## config.mk

```make
export PLATFORM = sky130hd
export DESIGN_NAME = qdiv16_unit
export DESIGN_NICKNAME = d
export VERILOG_FILES = /design/src/rtl/qdiv_pkg.sv /design/src/rtl/qdiv_sync.sv /design/src/rtl/qdiv_strobe.sv /design/src/rtl/qdiv_channel.sv /design/src/rtl/qdiv_stretch.sv /design/src/rtl/qdiv16_unit.sv
export SDC_FILE = /design/constraint.sdc
export NUM_CORES = 1
export LEC_CHECK = 0
export CORE_ASPECT_RATIO = 1.2
export CORE_MARGIN = 3
export CORE_UTILIZATION = 56
export CTS_BUF_LIST = sky130_fd_sc_hd__clkbuf_4 sky130_fd_sc_hd__clkbuf_8 sky130_fd_sc_hd__clkbuf_16
export DETAILED_ROUTE_END_ITERATION = 16
export DONT_BUFFER_PORTS = 1
export GPL_TIMING_DRIVEN = 0
export PLACE_DENSITY = 0.74
export SLEW_MARGIN = 20
export SYNTH_ARGS = -nofsm -noshare
export SYNTH_HDL_FRONTEND = slang
export SYNTH_SLANG_ARGS = --single-unit
```

## constraint.sdc

```tcl
create_clock -name clk_i -period 2.2 [get_ports clk_i]
set_input_delay 0.44 -clock clk_i [delete_from_list [all_inputs] [get_ports clk_i]]
set_output_delay 0.44 -clock clk_i [all_outputs]
set_load 0.005 [all_outputs]
```

## src/rtl/qdiv_pkg.sv

```systemverilog
`timescale 1ns/1ps
package qdiv_pkg;
  // pair value {odd,even} -> phase index 0..3 along 00,01,11,10
  function automatic logic [1:0] gray_to_idx(input logic [1:0] g);
    return {g[1], g[1] ^ g[0]};
  endfunction

  function automatic logic [1:0] gray_next(input logic [1:0] g);
    return {g[0], ~g[1]};
  endfunction

  function automatic logic [1:0] gray_prev(input logic [1:0] g);
    return {~g[0], g[1]};
  endfunction
endpackage

```

## src/rtl/qdiv_sync.sv

```systemverilog
`timescale 1ns/1ps
module qdiv_sync #(
  parameter int W = 1
) (
  input  logic         clk_i,
  input  logic         rst_ni,
  input  logic [W-1:0] d_i,
  output logic [W-1:0] q_o
);
  logic [W-1:0] meta_q, sync_q;

  always_ff @(posedge clk_i or negedge rst_ni) begin
    if (!rst_ni) begin
      meta_q <= '0;
      sync_q <= '0;
    end else begin
      meta_q <= d_i;
      sync_q <= meta_q;
    end
  end

  assign q_o = sync_q;
endmodule

```

## src/rtl/qdiv_strobe.sv

```systemverilog
`timescale 1ns/1ps
module qdiv_strobe #(
  parameter int SAMPLE_DIV = 266
) (
  input  logic clk_i,
  input  logic rst_ni,
  output logic en_o
);
  localparam int CW = (SAMPLE_DIV > 2) ? $clog2(SAMPLE_DIV) : 1;
  localparam logic [CW-1:0] LAST = CW'(SAMPLE_DIV - 1);

  logic [CW-1:0] div_q;
  logic          en_q;

  always_ff @(posedge clk_i or negedge rst_ni) begin
    if (!rst_ni) begin
      div_q <= '0;
      en_q  <= 1'b0;
    end else begin
      div_q <= (div_q == LAST) ? '0 : div_q + 1'b1;
      en_q  <= (div_q == LAST);
    end
  end

  assign en_o = en_q;
endmodule

```

## src/rtl/qdiv_channel.sv

```systemverilog
`timescale 1ns/1ps
module qdiv_channel
  import qdiv_pkg::*;
#(
  parameter int CNT_W = 4
) (
  input  logic       clk_i,
  input  logic       rst_ni,
  input  logic       smp_en_i,
  input  logic [1:0] quad_i,
  output logic [1:0] quad_o
);
  logic [CNT_W-1:0] cnt_q;
  logic [1:0]       top_q;
  logic [1:0]       delta;
  logic             step_up, step_dn;

  always_comb begin
    delta   = gray_to_idx(quad_i) - cnt_q[1:0];
    step_up = smp_en_i && (delta == 2'd1);
    step_dn = smp_en_i && (delta == 2'd3);
  end

  always_ff @(posedge clk_i or negedge rst_ni) begin
    if (!rst_ni) begin
      cnt_q <= '0;
      top_q <= '0;
    end else if (step_up) begin
      cnt_q <= cnt_q + 1'b1;
      if (&cnt_q) top_q <= gray_next(top_q);
    end else if (step_dn) begin
      cnt_q <= cnt_q - 1'b1;
      if (cnt_q == '0) top_q <= gray_prev(top_q);
    end
  end

  assign quad_o = top_q;
endmodule

```

## src/rtl/qdiv_stretch.sv

```systemverilog
`timescale 1ns/1ps
module qdiv_stretch #(
  parameter int STRETCH_LEN = 32
) (
  input  logic clk_i,
  input  logic rst_ni,
  input  logic smp_en_i,
  input  logic idx_i,
  output logic idx_o
);
  localparam int SW = $clog2(STRETCH_LEN + 1);
  localparam logic [SW-1:0] RELOAD = SW'(STRETCH_LEN);

  logic [SW-1:0] left_q;
  logic          out_q;

  always_ff @(posedge clk_i or negedge rst_ni) begin
    if (!rst_ni) begin
      left_q <= '0;
      out_q  <= 1'b0;
    end else if (smp_en_i) begin
      if (idx_i) begin
        left_q <= RELOAD;
        out_q  <= 1'b1;
      end else if (left_q != '0) begin
        left_q <= left_q - 1'b1;
        out_q  <= (left_q != SW'(1));
      end
    end
  end

  assign idx_o = out_q;
endmodule

```

## src/rtl/qdiv16_unit.sv

```systemverilog
`timescale 1ns/1ps
module qdiv16_unit #(
  parameter int NUM_CH      = 3,
  parameter int CNT_W       = 4,
  parameter int SAMPLE_DIV  = 266,
  parameter int STRETCH_LEN = 32
) (
  input  logic                  clk_i,
  input  logic                  rst_ni,
  input  logic [2*NUM_CH-1:0]   quad_i,
  input  logic                  index_i,
  output logic [2*NUM_CH-1:0]   quad_o,
  output logic                  index_o
);
  localparam int QW = 2 * NUM_CH;

  logic [QW:0] sync_s;
  logic        smp_en;
  logic        idx_s;

  qdiv_sync #(.W(QW + 1)) u_sync (
    .clk_i (clk_i),
    .rst_ni(rst_ni),
    .d_i   ({index_i, quad_i}),
    .q_o   (sync_s)
  );

  assign idx_s = sync_s[QW];

  qdiv_strobe #(.SAMPLE_DIV(SAMPLE_DIV)) u_strobe (
    .clk_i (clk_i),
    .rst_ni(rst_ni),
    .en_o  (smp_en)
  );

  for (genvar c = 0; c < NUM_CH; c++) begin : g_ch
    qdiv_channel #(.CNT_W(CNT_W)) u_ch (
      .clk_i   (clk_i),
      .rst_ni  (rst_ni),
      .smp_en_i(smp_en),
      .quad_i  (sync_s[2*c +: 2]),
      .quad_o  (quad_o[2*c +: 2])
    );
  end

  qdiv_stretch #(.STRETCH_LEN(STRETCH_LEN)) u_stretch (
    .clk_i   (clk_i),
    .rst_ni  (rst_ni),
    .smp_en_i(smp_en),
    .idx_i   (idx_s),
    .idx_o   (index_o)
  );
endmodule

```

==> results.json, run 1 <==
{
  "grt_pass1_wl_um": 7389,
  "synth_compound_area_frac": 0.08626,
  "tns_ns": 0,
  "p_sw_frac": 0.2221,
  "fp.dieW_um": 66.04,
  "min_path_type": "in -> reg",
  "postSynth.asyncResetShare": 1.000,
  "cts_buffer_depth": 2,
  "synthMuxAreaShare": 0.01705,
  "synth_xor_area_frac": 0.1291,
  "outcome": "finished, final reports clean",
  "cp_max_fo": 3,
  "fin_nets": 240,
  "coreArea_mm2": 0.004066,
  "start_util": 0.5957,
  "syn_avg_cell_area_um2": 11.82,
  "drt-vias-per-instance": 5.641,
  "max_freq_ghz": 0.4882,
  "cts_buffers": 5,
  "drt_iter0_markers": 41,
  "route.detailed.drc": 0,
  "maxCapViolCount": 0,
  "antenna_found_initial": 0,
  "wl_per_cell_um": 15.21,
  "syn-num-nets": 230,
  "drt_pass1_iterations": 4,
  "cpPeakStageDelay_ns": 0.42,
  "grt_max_degree": 50,
  "num_vias": 1523,
  "cts_tree": "built",
  "synth-simple-area-share": 0.1493,
  "postSynthCellCount": 205,
  "yosys.cell_types.count": 38,
  "final_cell_count_no_fill": 270,
  "ant_nets": 0,
  "io_buffers": 0,
  "path_delay_family": "XOR/XNOR gates",
  "htreeDepth": 2,
  "pre_cts_slack_ns": -0.07945,
  "arrival_ns": 2.25,
  "io_pins": 16,
  "finalPower_w": 0.001513,
  "power.leakage_nw": 1.173,
  "slew-limit-headroom": 0.7861,
  "grt_pass1_vias": 1629,
  "seqPwrFrac": 0.608,
  "dpl_cell_area_mm2": 0.002490,
  "drt-total-wl_um": 4108,
  "dp_cells": 259,
  "die_y_um": 78.05,
  "end_kind": "flop",
  "final_area_mm2": 0.002703,
  "min_period_over_period": 0.9310,
  "grt_remaining_overflow": 0,
  "clkPwrFrac": 0.354,
  "clk_pin_slew_ns": 0.10,
  "place_hpwl_um": 2940,
  "syn_area_mm2": 0.002422,
  "finalWorstSetupSlack_ns": 0.1518,
  "synth_flop_cell": "dfrtp_1",
  "cp_slowest_cell": "dfrtp_1",
  "power.density_mw_per_mm2": 559.9,
  "ys_seq_area_frac": 0.5062,
  "setup_violations": 0,
  "crit_required_ns": 2.41,
  "skew_ns": 0.01502,
  "syn_to_final_growth_pct": 11.57,
  "ys_seq_elements": 49,
  "dieArea_mm2": 0.005154,
  "path_class": "reg -> reg",
  "synth_edf_count": 0,
  "clock-sinks": 49,
  "cp_cell_sequence": "xnor2_1, ha_2, xnor3_1, nand2_2, ha_4, a21oi_2, a21o_1, nand3_1, xnor2_1",
  "hold_viol": 0,
  "p_switching_w": 0.0003361,
  "p_int_w": 0.001177,
  "rrSetupSlack_ns": 0.15,
  "drive_above_1_share": 0.1620,
  "insertion_delay_ns": 0.31,
  "worst_path_most_repeated_cell": "xnor2_1",
  "crit_buf_inv": 0,
  "synth_top_family_by_area": "simple AND/OR/NAND/NOR gates",
  "ctsRootBufferMaster": "clkbuf_8",
  "maxSlewViolCount": 0,
  "start_kind": "flop",
  "combPwrFrac": 0.037,
  "tightest_slew_ns": 0.3208,
  "synth_adder_area_share": 0.09194,
  "num_rows": 25,
  "n_antenna_cell": 0,
  "min_period_ns": 2.048,
  "grt.total_usage": 0.1862,
  "ir_drop_mv": 0.4881,
  "yosys_warnings": 0,
  "rsz0062_at_grt": "false",
  "gp_congestion": 0.7909
}
-- power by group through the flow --
stage | Sequential (W) | Clock (W) | Combinational (W)
after floorplan | 0.000937 | 0 | 0.0000222
after global placement | 0.000938 | 0 | 0.0000246
after detailed placement | 0.000940 | 0 | 0.0000256
after CTS | 0.000922 | 0.000554 | 0.0000525
after global routing | 0.000923 | 0.000584 | 0.0000628
final | 0.000921 | 0.000536 | 0.0000562
-- final cells by class --
class	count	area, µm²
Sequential cell	49	1226
Timing Repair Buffer	4	52.55
Fill cell	304	1364
Buffer	3	26.28
Inverter	5	18.77
Clock buffer	6	76.32
Tap cell	54	67.56
Multi-Input combinational cell	147	1221
Clock inverter	2	13.76
-- worst paths after layout --
| check | from | to | cells past startpoint |
|---|---|---|---|
| setup / recovery | u_sync.q_o[3] | g_ch[1].u_ch.cnt_q[3] | 9 |
| hold / removal | quad_i[4] | u_sync.meta_q[4] | 0 |
| setup reg to reg | u_sync.q_o[3] | g_ch[1].u_ch.cnt_q[3] | 9 |
| hold reg to reg | u_sync.meta_q[3] | u_sync.q_o[3] | 0 |
| max in group asynchronous | rst_ni | u_stretch.left_q[5] | 2 |
| min in group asynchronous | rst_ni | g_ch[2].u_ch.quad_o[1] | 2 |
-- metal layers --
metal / global-route usage / part of all wire / routed length [µm]
met4: 0.09959 / 0.030 / 122
met2: 0.3270 / 0.55 / 2261
met1: 0.2112 / 0.39 / 1614
met3: 0.03290 / 0.027 / 110
met5: 0 / 0 / 0
-- metrics by stage --
stage / hold slack, ns / util
final: 0.1464 / 0.6646
after CTS: 0.1419 / 0.6495
after global placement: 0.1456 / 0.6123
after global routing: 0.1355 / 0.6646
after detailed placement: 0.1455 / 0.6123
after floorplan: 0.1444 / -
-- flip-flops by register name, indices dropped and copies added, names as in the netlist --
signal and cells:
u_sync.meta_q 7, u_strobe.en_o 1, u_sync.q_o 7, g_ch.u_ch.quad_o 6
u_stretch.left_q 6, g_ch.u_ch.cnt_q 12, u_strobe.div_q 9, u_stretch.idx_o 1
-- cell families after synthesis --
kind of cell | Yosys count
fa+ha+maj | 16
buf+inv | 9
simple gates | 70
flops | 49
xor+xnor | 31
compound gates | 27
mux | 3
-- cells in the final DEF (no fill, tap or decap), drive strengths merged, types with 4 or more instances in the layout --
master  netlist  routed
nand3        15      15
o21ai         6       6
ha           13      13
clkbuf        2       7
a21o          4       4
inv           5       6
or4           4       4
nand4         4       4
dfrtp        49      49
nor2         14      14
nand2        19      19
buf           2       5
xnor2        26      26
a21oi         7       7
-- Yosys cell counts, drive strengths merged, types with 3 or more instances --
cell type / count / share of area
a21o: 4 / 0.012
xnor2: 26 / 0.094
a21oi: 7 / 0.014
inv: 5 / 0.0077
nand4: 4 / 0.010
nor2: 14 / 0.022
mux2: 3 / 0.017
o31ai: 3 / 0.0093
nand2: 19 / 0.029
xnor3: 3 / 0.028
a211oi: 3 / 0.022
or4: 4 / 0.015
o21ai: 6 / 0.014
dfrtp: 49 / 0.51
nand3: 15 / 0.031
fa: 3 / 0.025
ha: 13 / 0.067
-- what timing repair did --
| action | 4_1_cts | 5_1_grt |
|---|---|---|
| setup buffers | 0 | 2 |
| pin swaps | 0 | 1 |
| endpoints found under the hold margin | 49 | 0 |
| hold buffers | 2 | 0 |
| resized for setup | 6 | 9 |
| gates cloned | 0 | 0 |
| endpoints found under the setup margin | 3 | 4 |
No activity file was read; power rests on OpenSTA's default activity.
==> run 2, diff against run 1 <==
- CORE_ASPECT_RATIO: 1.2 -> not set
==> results.json, run 2 (synthesis gave the netlist of run 1 again) <==
{
  "outcome": "finished, final reports clean",
  "r2r_end": "g_ch[2].u_ch.cnt_q[3]",
  "num_rows": 23,
  "final_util": 0.6650,
  "reg_top3": "g_ch.u_ch.cnt_q (12), u_strobe.div_q (9)",
  "maxCapViolCount": 0,
  "fp.dieW_um": 71.77,
  "coreArea_mm2": 0.004086,
  "largest_reg_flops": 12,
  "clock-sinks": 49,
  "max_freq_ghz": 0.4762,
  "grt_pass1_wl_um": 6941,
  "regMostFlops": "g_ch.u_ch.cnt_q",
  "hp-start": "quad_i[4]",
  "drt-total-wl_um": 3968,
  "power.density_mw_per_mm2": 602.0,
  "path_class": "reg -> reg",
  "setup_violations": 0,
  "tightest_slew_ns": 0.3030,
  "min_delay_path_depth": 0,
  "ir_drop_mv": 0.3553,
  "mostFrequentLayoutCell": "dfrtp_1",
  "antenna_found_initial": 0,
  "start_util": 0.5928,
  "skew_ns": 0.01143,
  "clk_pin_slew_ns": 0.09,
  "syn_to_final_growth_pct": 12.19,
  "htreeDepth": 2,
  "route.detailed.drc": 0,
  "gp_congestion": 0.7746,
  "drt_iter0_markers": 48,
  "min_path_type": "in -> reg",
  "grt_pass1_vias": 1640,
  "fin_nets": 239,
  "n_antenna_cell": 0,
  "arrival_ns": 2.28,
  "wl_per_cell_um": 14.97,
  "end_kind": "flop",
  "cts_tree": "built",
  "slew-limit-headroom": 0.7980,
  "place_hpwl_um": 2838,
  "power.leakage_nw": 1.189,
  "min_period_ns": 2.100,
  "crit_required_ns": 2.38,
  "grt.total_usage": 0.1710,
  "r2r_start": "u_sync.q_o[5]",
  "grt_max_degree": 50,
  "drive_above_1_share": 0.1535,
  "ant_nets": 0,
  "maxSlewViolCount": 0,
  "num_vias": 1540,
  "rr_worst_depth": 9,
  "start_kind": "flop",
  "io_pins": 16,
  "min_period_over_period": 0.9546,
  "grt_remaining_overflow": 0,
  "hold_viol": 0,
  "rrSetupSlack_ns": 0.1,
  "ctsRootBufferMaster": "clkbuf_8",
  "die_y_um": 71.77,
  "finalPower_w": 0.001636,
  "drt-vias-per-instance": 5.811,
  "cts_buffers": 5,
  "layout_common_cells": "49 x dfrtp_1, 25 x xnor2_1, 16 x nand2_1",
  "dieArea_mm2": 0.005151,
  "holdPathEnd": "u_sync.meta_q[4]",
  "insertion_delay_ns": 0.29,
  "io_buffers": 0,
  "cts_buffer_depth": 2,
  "drt_pass1_iterations": 4,
  "cp_max_fo": 3
}
==> run 2: power breakdown <==
part	total [W]	internal (W)	leakage, nW	switching, W
Clock	0.000660	0.000383	0.0619	0.000277
Combinational	0.0000544	0.0000246	0.490	0.0000299
Sequential	0.000921	0.000913	0.638	0.00000879
==> run 2: routing by layer <==
metal,part of all wire,GRT usage,wire (µm)
met3,0.029,0.03647,117
met2,0.53,0.3143,2110
met1,0.43,0.1898,1694
met4,0.012,0.07098,46
met5,0,0,0
==> run 2: layout make-up <==
cell class                      instances  area (µm²)
Multi-Input combinational cell        147        1219
Timing Repair Buffer                    3       45.04
Tap cell                               50       62.56
Buffer                                  3       26.28
Clock inverter                          1       30.03
Sequential cell                        49        1226
Fill cell                             316        1369
Clock buffer                            7       90.09
Inverter                                5       18.77
==> run 2: critical path, stage by stage (launching register included) <==
cell,delay (ns)
dfrtp_1,0.42
xnor2_1,0.14
ha_1,0.33
nor2_2,0.19
nand2_2,0.13
ha_4,0.27
a21oi_2,0.15
a21o_1,0.13
nand3_1,0.08
xnor2_1,0.13
==> run 2: stage by stage <==
stage / setup TNS (ns) / hold slack [ns] / setup slack [ns] / area, µm² / instances
5_1_grt: -0.06581 / 0.1457 / -0.03756 / 2718 / 265
3_5_place_dp: -0.2333 / 0.1455 / -0.1292 / 2485 / 255
3_3_place_gp: 0 / 0.1455 / 0.01989 / 2485 / 255
4_1_cts: 0 / 0.1593 / 0.007601 / 2688 / 265
6_report: 0 / 0.1630 / 0.09987 / 2718 / 265
2_1_floorplan: 0 / 0.1444 / 0.1450 / 2422 / 205
==> run 2: worst max-delay path by stage <==
stage                       start                     to  slack, ns  cells past startpoint
CTS                 u_sync.q_o[5]  g_ch[2].u_ch.cnt_q[3]      0.008                      9
global placement    u_sync.q_o[5]  g_ch[2].u_ch.cnt_q[3]       0.02                      9
global route        u_sync.q_o[5]  g_ch[2].u_ch.cnt_q[3]      -0.04                      9
floorplan           u_sync.q_o[5]  g_ch[2].u_ch.cnt_q[3]       0.14                      9
finish              u_sync.q_o[5]  g_ch[2].u_ch.cnt_q[3]        0.1                      9
detailed placement  u_strobe.en_o  g_ch[1].u_ch.cnt_q[3]      -0.13                      9
==> run 2: repair_timing <==
action,in CTS,in global routing
buffers inserted,1,0
hold endpoints to repair,49,0
resized for setup,7,6
hold buffers,2,0
endpoints found under the setup margin,3,3
